### src/rtl/frac_refclk_pkg.sv
package frac_refclk_pkg;
    localparam int          REG_W    = 32;
    localparam int          ADDR_W   = 8;
    localparam logic [7:0]  CTRL_OFS = 8'h00;
    localparam logic [7:0]  TRIM_OFS = 8'h10;
    localparam int          SEL_W    = 4;
    localparam int          SEL_LSB  = 0;
    localparam int          ACT_BIT  = 8;
    localparam int          SWR_BIT  = 9;
    localparam int          OE_BIT   = 12;
    localparam int          ON_BIT   = 15;
    localparam int          DIV_LSB  = 16;
    localparam int          TRIM_LSB = 23;
endpackage

### src/rtl/frac_refclk_regs.sv
module frac_refclk_regs
    import frac_refclk_pkg::*;
#(
    parameter int DIV_W  = 15,
    parameter int TRIM_W = 9
) (
    input  logic                clk,
    input  logic                rst_n,
    input  logic [ADDR_W-1:0]   reg_addr,
    input  logic                reg_wr,
    input  logic [REG_W-1:0]    reg_wdata,
    output logic [REG_W-1:0]    reg_rdata,
    input  logic                active,
    input  logic                apply,
    output logic                on,
    output logic                oe,
    output logic [SEL_W-1:0]    sel,
    output logic [DIV_W-1:0]    div_sh,
    output logic [TRIM_W-1:0]   trim_sh,
    output logic                pend
);
    typedef struct packed {
        logic               on;
        logic               oe;
        logic [SEL_W-1:0]   sel;
        logic [DIV_W-1:0]   div;
        logic [TRIM_W-1:0]  trim;
        logic               pend;
    } regs_t;

    regs_t regs_d, regs_q;
    logic  unused_wbits;

    assign unused_wbits = ^reg_wdata;

    always_comb begin
        regs_d = regs_q;
        if (apply) begin
            regs_d.pend = 1'b0;
        end
        if (reg_wr && reg_addr == CTRL_OFS) begin
            regs_d.on  = reg_wdata[ON_BIT];
            regs_d.oe  = reg_wdata[OE_BIT];
            regs_d.div = reg_wdata[DIV_LSB +: DIV_W];
            if (!active) begin
                regs_d.sel = reg_wdata[SEL_LSB +: SEL_W];
            end
            if (reg_wdata[SWR_BIT]) begin
                regs_d.pend = 1'b1;
            end
        end
        if (reg_wr && reg_addr == TRIM_OFS) begin
            regs_d.trim = reg_wdata[TRIM_LSB +: TRIM_W];
        end
    end

    always_comb begin
        reg_rdata = '0;
        if (reg_addr == CTRL_OFS) begin
            reg_rdata[SEL_LSB +: SEL_W] = regs_q.sel;
            reg_rdata[ACT_BIT]          = active;
            reg_rdata[SWR_BIT]          = regs_q.pend;
            reg_rdata[OE_BIT]           = regs_q.oe;
            reg_rdata[ON_BIT]           = regs_q.on;
            reg_rdata[DIV_LSB +: DIV_W] = regs_q.div;
        end else if (reg_addr == TRIM_OFS) begin
            reg_rdata[TRIM_LSB +: TRIM_W] = regs_q.trim;
        end
    end

    always_ff @(posedge clk or negedge rst_n) begin
        if (!rst_n) begin
            regs_q <= '0;
        end else begin
            regs_q <= regs_d;
        end
    end

    assign on      = regs_q.on;
    assign oe      = regs_q.oe;
    assign sel     = regs_q.sel;
    assign div_sh  = regs_q.div;
    assign trim_sh = regs_q.trim;
    assign pend    = regs_q.pend;
endmodule

### src/rtl/frac_refclk_srcsel.sv
module frac_refclk_srcsel
    import frac_refclk_pkg::*;
#(
    parameter int NSRC = 4
) (
    input  logic             clk,
    input  logic             rst_n,
    input  logic [NSRC-1:0]  src_clk,
    input  logic [SEL_W-1:0] sel,
    output logic             lvl,
    output logic             tick
);
    typedef struct packed {
        logic [NSRC-1:0] smp;
        logic [NSRC-1:0] old;
    } samp_t;

    samp_t           samp_d, samp_q;
    logic [NSRC-1:0] rise;

    for (genvar g = 0; g < NSRC; g++) begin : g_edge
        assign rise[g] = samp_q.smp[g] & ~samp_q.old[g];
    end

    always_comb begin
        samp_d.smp = src_clk;
        samp_d.old = samp_q.smp;
    end

    always_comb begin
        lvl  = 1'b0;
        tick = 1'b0;
        for (int i = 0; i < NSRC; i++) begin
            if (sel == SEL_W'(i)) begin
                lvl  = samp_q.smp[i];
                tick = rise[i];
            end
        end
    end

    always_ff @(posedge clk or negedge rst_n) begin
        if (!rst_n) begin
            samp_q <= '0;
        end else begin
            samp_q <= samp_d;
        end
    end
endmodule

### src/rtl/frac_refclk_core.sv
module frac_refclk_core #(
    parameter int DIV_W  = 15,
    parameter int TRIM_W = 9,
    localparam int CNT_W = DIV_W + 1
) (
    input  logic              clk,
    input  logic              rst_n,
    input  logic              on,
    input  logic              oe,
    input  logic              tick,
    input  logic              lvl,
    input  logic [DIV_W-1:0]  div_sh,
    input  logic [TRIM_W-1:0] trim_sh,
    input  logic              pend,
    output logic              apply,
    output logic              active,
    output logic [DIV_W-1:0]  div_live,
    output logic [CNT_W-1:0]  cnt,
    output logic              ref_pin
);
    typedef struct packed {
        logic               ref_lvl;
        logic               ext;
        logic [TRIM_W-1:0]  acc;
        logic [CNT_W-1:0]   cnt;
        logic [DIV_W-1:0]   div;
        logic [TRIM_W-1:0]  trim;
    } div_t;

    div_t              div_d, div_q;
    logic              pass;
    logic              running;
    logic              boundary;
    logic [CNT_W-1:0]  cnt_n;
    logic [CNT_W-1:0]  half_len;
    logic [TRIM_W:0]   acc_sum;

    always_comb begin
        div_d    = div_q;
        apply    = 1'b0;
        boundary = 1'b0;
        pass     = (div_q.div == '0);
        running  = on | div_q.ref_lvl;
        cnt_n    = div_q.cnt + CNT_W'(1);
        half_len = {1'b0, div_q.div} + {{(CNT_W-1){1'b0}}, div_q.ext};
        acc_sum  = {1'b0, div_q.acc} + {1'b0, div_q.trim};

        if (pass || !running) begin
            div_d.ref_lvl = 1'b0;
            div_d.cnt     = '0;
            div_d.acc     = '0;
            div_d.ext     = 1'b0;
        end else if (tick) begin
            if (cnt_n == half_len) begin
                div_d.ref_lvl = ~div_q.ref_lvl;
                div_d.cnt     = '0;
                div_d.acc     = acc_sum[TRIM_W-1:0];
                div_d.ext     = acc_sum[TRIM_W];
                boundary      = div_q.ref_lvl;
            end else begin
                div_d.cnt = cnt_n;
            end
        end

        if (pend && (pass || !running || boundary)) begin
            apply         = 1'b1;
            div_d.div     = div_sh;
            div_d.trim    = trim_sh;
            div_d.acc     = '0;
            div_d.ext     = 1'b0;
            div_d.cnt     = '0;
            div_d.ref_lvl = 1'b0;
        end
    end

    always_ff @(posedge clk or negedge rst_n) begin
        if (!rst_n) begin
            div_q <= '0;
        end else begin
            div_q <= div_d;
        end
    end

    assign active   = on | div_q.ref_lvl;
    assign div_live = div_q.div;
    assign cnt      = div_q.cnt;
    assign ref_pin  = oe & (pass ? (on & lvl) : div_q.ref_lvl);
endmodule

### src/rtl/frac_refclk_div.sv
module frac_refclk_div
    import frac_refclk_pkg::*;
#(
    parameter int NSRC   = 4,
    parameter int DIV_W  = 15,
    parameter int TRIM_W = 9
) (
    input  logic              clk,
    input  logic              rst_n,
    input  logic [7:0]        reg_addr,
    input  logic              reg_wr,
    input  logic [31:0]       reg_wdata,
    output logic [31:0]       reg_rdata,
    input  logic [NSRC-1:0]   src_clk,
    output logic              ref_pin
);
    localparam int CNT_W = DIV_W + 1;

    logic              on;
    logic              oe;
    logic [SEL_W-1:0]  sel;
    logic [DIV_W-1:0]  div_sh;
    logic [TRIM_W-1:0] trim_sh;
    logic              pend;
    logic              apply;
    logic              active;
    logic              lvl;
    logic              tick;
    logic [DIV_W-1:0]  div_live;
    logic [CNT_W-1:0]  cnt;

    frac_refclk_regs #(.DIV_W(DIV_W), .TRIM_W(TRIM_W)) u_regs (
        .clk       (clk),
        .rst_n     (rst_n),
        .reg_addr  (reg_addr),
        .reg_wr    (reg_wr),
        .reg_wdata (reg_wdata),
        .reg_rdata (reg_rdata),
        .active    (active),
        .apply     (apply),
        .on        (on),
        .oe        (oe),
        .sel       (sel),
        .div_sh    (div_sh),
        .trim_sh   (trim_sh),
        .pend      (pend)
    );

    frac_refclk_srcsel #(.NSRC(NSRC)) u_src (
        .clk     (clk),
        .rst_n   (rst_n),
        .src_clk (src_clk),
        .sel     (sel),
        .lvl     (lvl),
        .tick    (tick)
    );

    frac_refclk_core #(.DIV_W(DIV_W), .TRIM_W(TRIM_W)) u_core (
        .clk      (clk),
        .rst_n    (rst_n),
        .on       (on),
        .oe       (oe),
        .tick     (tick),
        .lvl      (lvl),
        .div_sh   (div_sh),
        .trim_sh  (trim_sh),
        .pend     (pend),
        .apply    (apply),
        .active   (active),
        .div_live (div_live),
        .cnt      (cnt),
        .ref_pin  (ref_pin)
    );
endmodule

### config.mk
export PLATFORM = sky130hd
export DESIGN_NAME = frac_refclk_div
export DESIGN_NICKNAME = d
export VERILOG_FILES = /design/src/rtl/frac_refclk_pkg.sv /design/src/rtl/frac_refclk_regs.sv /design/src/rtl/frac_refclk_srcsel.sv /design/src/rtl/frac_refclk_core.sv /design/src/rtl/frac_refclk_div.sv
export SDC_FILE = /design/constraint.sdc
export NUM_CORES = 1
export LEC_CHECK = 0
export CAP_MARGIN = 5
export CORE_AREA = 2 2 104 117
export DETAILED_ROUTE_END_ITERATION = 7
export DIE_AREA = 0 0 106 119
export PLACE_DENSITY = 0.66
export RECOVER_POWER = 25
export SLEW_MARGIN = 20
export SYNTH_ARGS = -nofsm -noshare
export SYNTH_HDL_FRONTEND = slang
export SYNTH_SLANG_ARGS = --single-unit
### constraint.sdc
create_clock -name clk -period 6.4 [get_ports clk]
set_clock_uncertainty 0.2 [all_clocks]
set_input_delay 1.28 -clock clk [delete_from_list [all_inputs] [get_ports clk]]
set_output_delay 1.28 -clock clk [all_outputs]
set_load 0.05 [all_outputs]
# ---- Yosys cells after proc, flatten, opt, wreduce, memory -nomap -nowiden
# Cells that the tools add are included.
dict set report totals {
  inputBits 47
  out_inout_bits 33
  register_bits 90
}
dict set report classes {
  eq_ne 5
  muxes 28
  n_addsub 3
  bitwise 13
  n_reduce_logical 13
}
# operator count
set ops {}
lappend ops {{27-bit two-way mux} 2}
lappend ops {{51-bit two-way mux} 1}
lappend ops {{1-bit two-way mux} 18}
lappend ops {{15-bit by 1-bit adder with 16-bit output} 1}
lappend ops {{16-bit by 1-bit adder with 16-bit output (second input constant)} 1}
lappend ops {{16-bit == test} 1}
lappend ops {{16-bit two-way mux} 1}
lappend ops {{8-bit two-way mux} 2}
lappend ops {{15-bit logical NOT} 1}
lappend ops {{11-bit two-way mux} 1}
lappend ops {{9-bit by 9-bit adder with 10-bit output} 1}
lappend ops {{9-bit two-way mux} 1}
lappend ops {{4-bit by 2-bit == test with 1-bit output (second input constant)} 2}
lappend ops {{8-bit by 5-bit == test with 1-bit output (second input constant)} 1}
lappend ops {{8-bit logical NOT} 1}
lappend ops {{1-bit bitwise AND} 6}
lappend ops {{1-bit NOT} 6}
lappend ops {{3-bit nonzero test} 2}
lappend ops {{4-bit by 1-bit == test with 1-bit output (second input constant)} 1}
lappend ops {{4-bit logical NOT} 1}
lappend ops {{4-bit two-way mux} 1}
lappend ops {{2-bit AND reduction} 2}
lappend ops {{1-bit logical AND} 3}
lappend ops {{1-bit logical OR} 2}
lappend ops {{other kinds (3)} 3}

# ---- Longest topological paths before layout
dict set report logic_depth {
  ltp_word 14
  depth_mapped 11
  ltp_nobuf 10
}

# ---- Hierarchy
# A second synthesis with hierarchy kept.
dict set report hier_totals {
  cells_unflattened 500
  area_unflattened_um2 5525.3
}
# mod area_each_um2 n_inst seq_area_each_um2 cells_per_inst
set modules_own_cells {}
lappend modules_own_cells {frac_refclk_core 3687.3 1 1276.2 365}
lappend modules_own_cells {frac_refclk_regs 1551.5 1 775.7 118}
lappend modules_own_cells {frac_refclk_srcsel 286.5 1 200.2 17}

# ---- Least setup slack after synthesis
# No wires, ideal clock.
dict set report synth_timing {
  path_type {input to output}
  from {in reg_addr[2]}
  to {out reg_rdata[9]}
  path_buffers 1
  cell_stages 4
  t_required_ps 4920
  setup_slack_ps 2045
  t_arrival_ps 2875
  cell_sequence {nor4_1 nand2_1 clkbuf_1 nor3_1}
}
dict set report synth_between {
  elab_chain_cells 2
}
# item line
set synth_rtl {}
lappend synth_rtl {{start: declaration} frac_refclk_div.sv:10} ;# input logic [7:0] reg_addr,
lappend synth_rtl {{8-bit logical NOT} frac_refclk_regs.sv:59} ;# if (reg_addr == CTRL_OFS) begin
lappend synth_rtl {{2-bit two-way mux} frac_refclk_regs.sv:59}
lappend synth_rtl {{end: declaration} frac_refclk_div.sv:13} ;# output logic [31:0] reg_rdata,
# Every way passes these cells.

# ---- Worst setup path in the final report
dict set report layout_timing {
  from {in reg_addr[2]}
  to {out reg_rdata[1]}
}
dict set report layout_between {
  elab_chain_cells 2
}
# item line
set layout_rtl {}
lappend layout_rtl {{8-bit logical NOT} frac_refclk_regs.sv:59}
lappend layout_rtl {{4-bit two-way mux} frac_refclk_regs.sv:59}
# Every way passes these cells.

==> metrics.log <==
INFO  metric failing_checks = max-capacitance violations, max-slew violations
INFO  metric power.share.clock = 44.1%
INFO  metric layout-area-overhead-vs-synth = 20.2%
INFO  metric finalNetCount = 581
INFO  metric period_needed = 5.22 ns
INFO  metric root_buffer = clkbuf_16
INFO  metric cap_viol_max_count = 1
INFO  metric dr.pass1.iters = 4
INFO  metric syn_area_per_cell = 11.0 sq um
INFO  metric cts_max_level = 3
INFO  metric fp-row-count = 42
INFO  metric yosys.area_share.adder = 3.62%
INFO  metric start_util = 43.4%
INFO  metric tritoncts = yes
INFO  metric power.leakage = 0.00268 uW
INFO  metric post_synth_instance_area = 0.00504 sq mm
INFO  metric swShare = 24.2%
INFO  metric cts-root-to-sink-buffers = 2
INFO  metric final_cells = 679
INFO  metric vias_per_cell = 5.22
INFO  metric placed_cells_incl_taps = 663
INFO  metric routed-via-count = 3546
INFO  metric ys_seq_elements = 90
INFO  metric period_utilisation_layout = 81.6%
INFO  metric drtAntennaViolNets = 0
INFO  metric syn-instance-count = 457
INFO  metric postCtsHoldBufs = 0
INFO  metric rsz_0062_raised_after_global_routing = no
INFO  metric worstPathMaxFanout = 16
INFO  metric cp_slowest_cell = clkdlybuf4s50_1
INFO  metric die-area = 0.0126 sq mm
INFO  metric crit_top_cell = clkdlybuf4s50_1
INFO  metric hold_class = reg2reg
INFO  metric grt_pass1_vias = 3714
INFO  metric synthTopCellsByCount = dfrtp_1, nor2_1, xnor2_1
INFO  metric post-route-util = 52.2%
INFO  metric design.portCount = 80
INFO  metric cellInternalPower = 894 uW
INFO  metric antenna_cells = 0
INFO  metric synth-async-reset-ratio = 100%
INFO  metric worst-slew-pin-transition = 1.54 ns
INFO  metric largest_family_of_logic_cells_by_synthesized_area = multiplexers
INFO  metric slew-limit-headroom = -2.89%
INFO  metric core_region_area = 0.0116 sq mm
INFO  metric power.ir.vdd_worst = 109 uV
INFO  metric seq_power_share = 50.1%
INFO  metric global_route.overflow_total = 0
INFO  metric synthXorXnorAreaFrac = 10.9%
INFO  metric synth.lib_cells_used.distinct = 47
INFO  metric worst_ep_required_time = 4.92 ns
INFO  metric critical_path_arrival = 3.74 ns
INFO  metric die_width = 106 microns
INFO  metric final_area = 0.00606 sq mm
INFO  metric i_o_buffers = 62
INFO  metric fin_tns_setup = 0 ns
INFO  metric cts_post_setup_buffers_inserted = 0
INFO  metric p_sw = 285 uW
INFO  metric critPathCaptureType = output pin
INFO  metric tritoncts.num_buffers = 9
INFO  metric synth-edff-count = 0
INFO  metric synth_compound_gate_area_share = 4.96%
INFO  metric totalWireLength = 11000 microns
INFO  metric p_comb_share = 5.8%
INFO  metric dpl-instance-area = 0.00577 sq mm
INFO  metric yosys.area.top_type = dfrtp_1
INFO  metric drt_drc_violations_left = 0
INFO  metric critical_path.startpoint_type = input port
INFO  metric synth_most_common_cell = dfrtp_1
INFO  metric antenna_found_initial = 0
INFO  metric synthTopCellsByArea = dfrtp_1, mux2_2, xnor2_1
INFO  metric worst_setup_hold_path_clk_slew = 0.07 ns
INFO  metric grt_pass1_wl = 18700 microns
INFO  metric maximum_number_of_pins_on_one_net_before_global_route_repair = 64
INFO  metric post_cts.resized_instances = 0
INFO  metric initialDrtViolationCount = 187
INFO  metric grt_use_total = 18.9%
INFO  metric drive_above_1_share = 17.1%
INFO  metric clk_latency = 0.35 ns
INFO  metric share_of_synthesized_area_occupied_by_flip_flops_and_latches = 44.7%
INFO  metric worst_path_largest_cell_delay = 0.80 ns
INFO  metric timing.fmax = 192 MHz
INFO  metric timing.critical_path.cells = clkdlybuf4s50_1 > nor4_1 > nand2_1 > nor2_1 > buf_4 > and2_1 > clkdlybuf4s50_1
INFO  metric path_class = in2out
INFO  metric area_fraction_in_and_or_nand_and_nor_cells_after_synthesis = 15.9%
INFO  metric dieHeight = 119 microns
INFO  metric muxShareOfSynthArea = 16.2%
INFO  metric setup_viol = 0
INFO  metric detailed_place_hpwl = 8070 microns
INFO  metric power_per_cell_area = 195 mW/mm^2
INFO  metric tritoncts_num_sinks = 90
INFO  metric synth_ff_type = dfrtp_1
INFO  metric hold_violations = 0
INFO  metric gpl.final_weighted_congestion = 0.821
INFO  metric route.detailed.wl_per_inst = 16.3 microns
INFO  metric yosysWarnings = 0
INFO  metric synthDominantCellAreaShare = 44.7%
INFO  metric final_max_slew_viol_count = 64
INFO  metric outcome = finished, violations left
-- power by group through the flow --
stage	combinational (uW)	sequential, uW	clock (uW)
floorplan	34.0	597	0
global placement	69.9	601	0
detailed placement	71.0	601	0
CTS	71.1	590	533
global route	75.3	592	553
finish	68.7	590	520
-- through the flow --
step / total power, uW / hold slack (ns) / setup slack (ns)
floorplan: 631 / 0.169 / 2.04
detailed placement: 672 / 0.187 / 1.18
CTS: 1190 / 0.203 / 1.17
global placement: 670 / 0.179 / 1.25
global route: 1220 / 0.216 / 0.954
finish: 1180 / 0.198 / 1.18
-- cells in the final DEF (no fill, tap or decap), types with 2 or more instances in the layout --
| master | count |
|---|---|
| xnor3_1 | 3 |
| and2_1 | 15 |
| nor3_1 | 10 |
| buf_4 | 5 |
| and4_2 | 3 |
| and4_1 | 2 |
| mux2_4 | 20 |
| nor4_2 | 2 |
| and2_2 | 2 |
| a21oi_1 | 9 |
| dlygate4sd3_1 | 4 |
| o21bai_1 | 2 |
| clkdlybuf4s50_1 | 57 |
| and3_1 | 2 |
| conb_1 | 8 |
| o21ai_0 | 19 |
| clkbuf_16 | 9 |
| xnor2_1 | 38 |
| inv_6 | 3 |
| xor2_1 | 17 |
| mux2i_1 | 11 |
| inv_1 | 9 |
| nor2_1 | 39 |
| ha_1 | 13 |
| nand2_1 | 35 |
| o21a_1 | 2 |
| mux2_2 | 34 |
| nand3_1 | 21 |
| dfrtp_1 | 90 |
| nand4_1 | 10 |
| a21o_1 | 3 |
| nand3_2 | 2 |
| nor4_1 | 8 |
-- cell type report --
class | instances | area [sq um]
fill | 1051 | 5560
multi-input combinational | 342 | 2630
sequential | 90 | 2250
timing repair buffer | 68 | 657
clock buffer | 10 | 239
tap | 154 | 193
clock inverter | 6 | 53.8
inverter | 9 | 33.8
-- metal layers --
| metal | routed length (microns) | track usage [%] | part of all wire, % |
|---|---|---|---|
| met5 | 0 | 0 | 0 |
| met4 | 137 | 6.09 | 1.2 |
| met3 | 320 | 3.12 | 2.9 |
| met2 | 5680 | 32.5 | 51 |
| met1 | 4910 | 24.4 | 44 |
-- path summary, 6_finish.rpt --
| kind | cells after the start | to | slack, ns | from |
|---|---|---|---|---|
| setup / recovery | 7 | reg_rdata[1] | 1.18 | reg_addr[2] |
| hold / removal | 0 | u_src.samp_q[2]$_DFF_PN0_ | 0.20 | u_src.samp_d[2]$_DFF_PN0_ |
| setup reg to reg | 11 | u_core.div_live[0]$_DFFE_PN0N_ | 2.69 | u_core.div_live[0]$_DFFE_PN0N_ |
| hold reg to reg | 0 | u_src.samp_q[2]$_DFF_PN0_ | 0.20 | u_src.samp_d[2]$_DFF_PN0_ |
| max in group asynchronous | 2 | u_core.div_live[6]$_DFFE_PN0N_ | 2.70 | rst_n |
| min in group asynchronous | 1 | u_core.cnt[1]$_DFFE_PN0P_ | 1.07 | rst_n |
-- critical path, delay by kind of cell --
| family | cells | cell delay, ns |
|---|---|---|
| buf+inv | 3 | 1.42 |
| simple gates | 4 | 1.03 |
-- state kept, by name, indices dropped and copies added (netlist names), 4 cells and up --
| register | cells |
|---|---|
| u_core.cnt | 16 |
| u_core.div_live | 15 |
| u_core.div_q | 20 |
| u_regs.div_sh | 15 |
| u_regs.sel | 4 |
| u_regs.trim_sh | 9 |
| u_src.samp_d | 4 |
| u_src.samp_q | 4 |
-- logic make-up (layout without fill, tap and decap cells) --
logic type | count (synthesis) | in the layout
adders and majority gates | 14 | 14
DFF | 90 | 90
buffers and inverters | 32 | 93
muxes | 66 | 66
xor gates and xnor gates | 58 | 58
and+or+nand+nor | 156 | 156
AOI/OAI and AO/OA | 40 | 40
other | 1 | 8
Note: power is estimated with default switching activity, not from simulation.
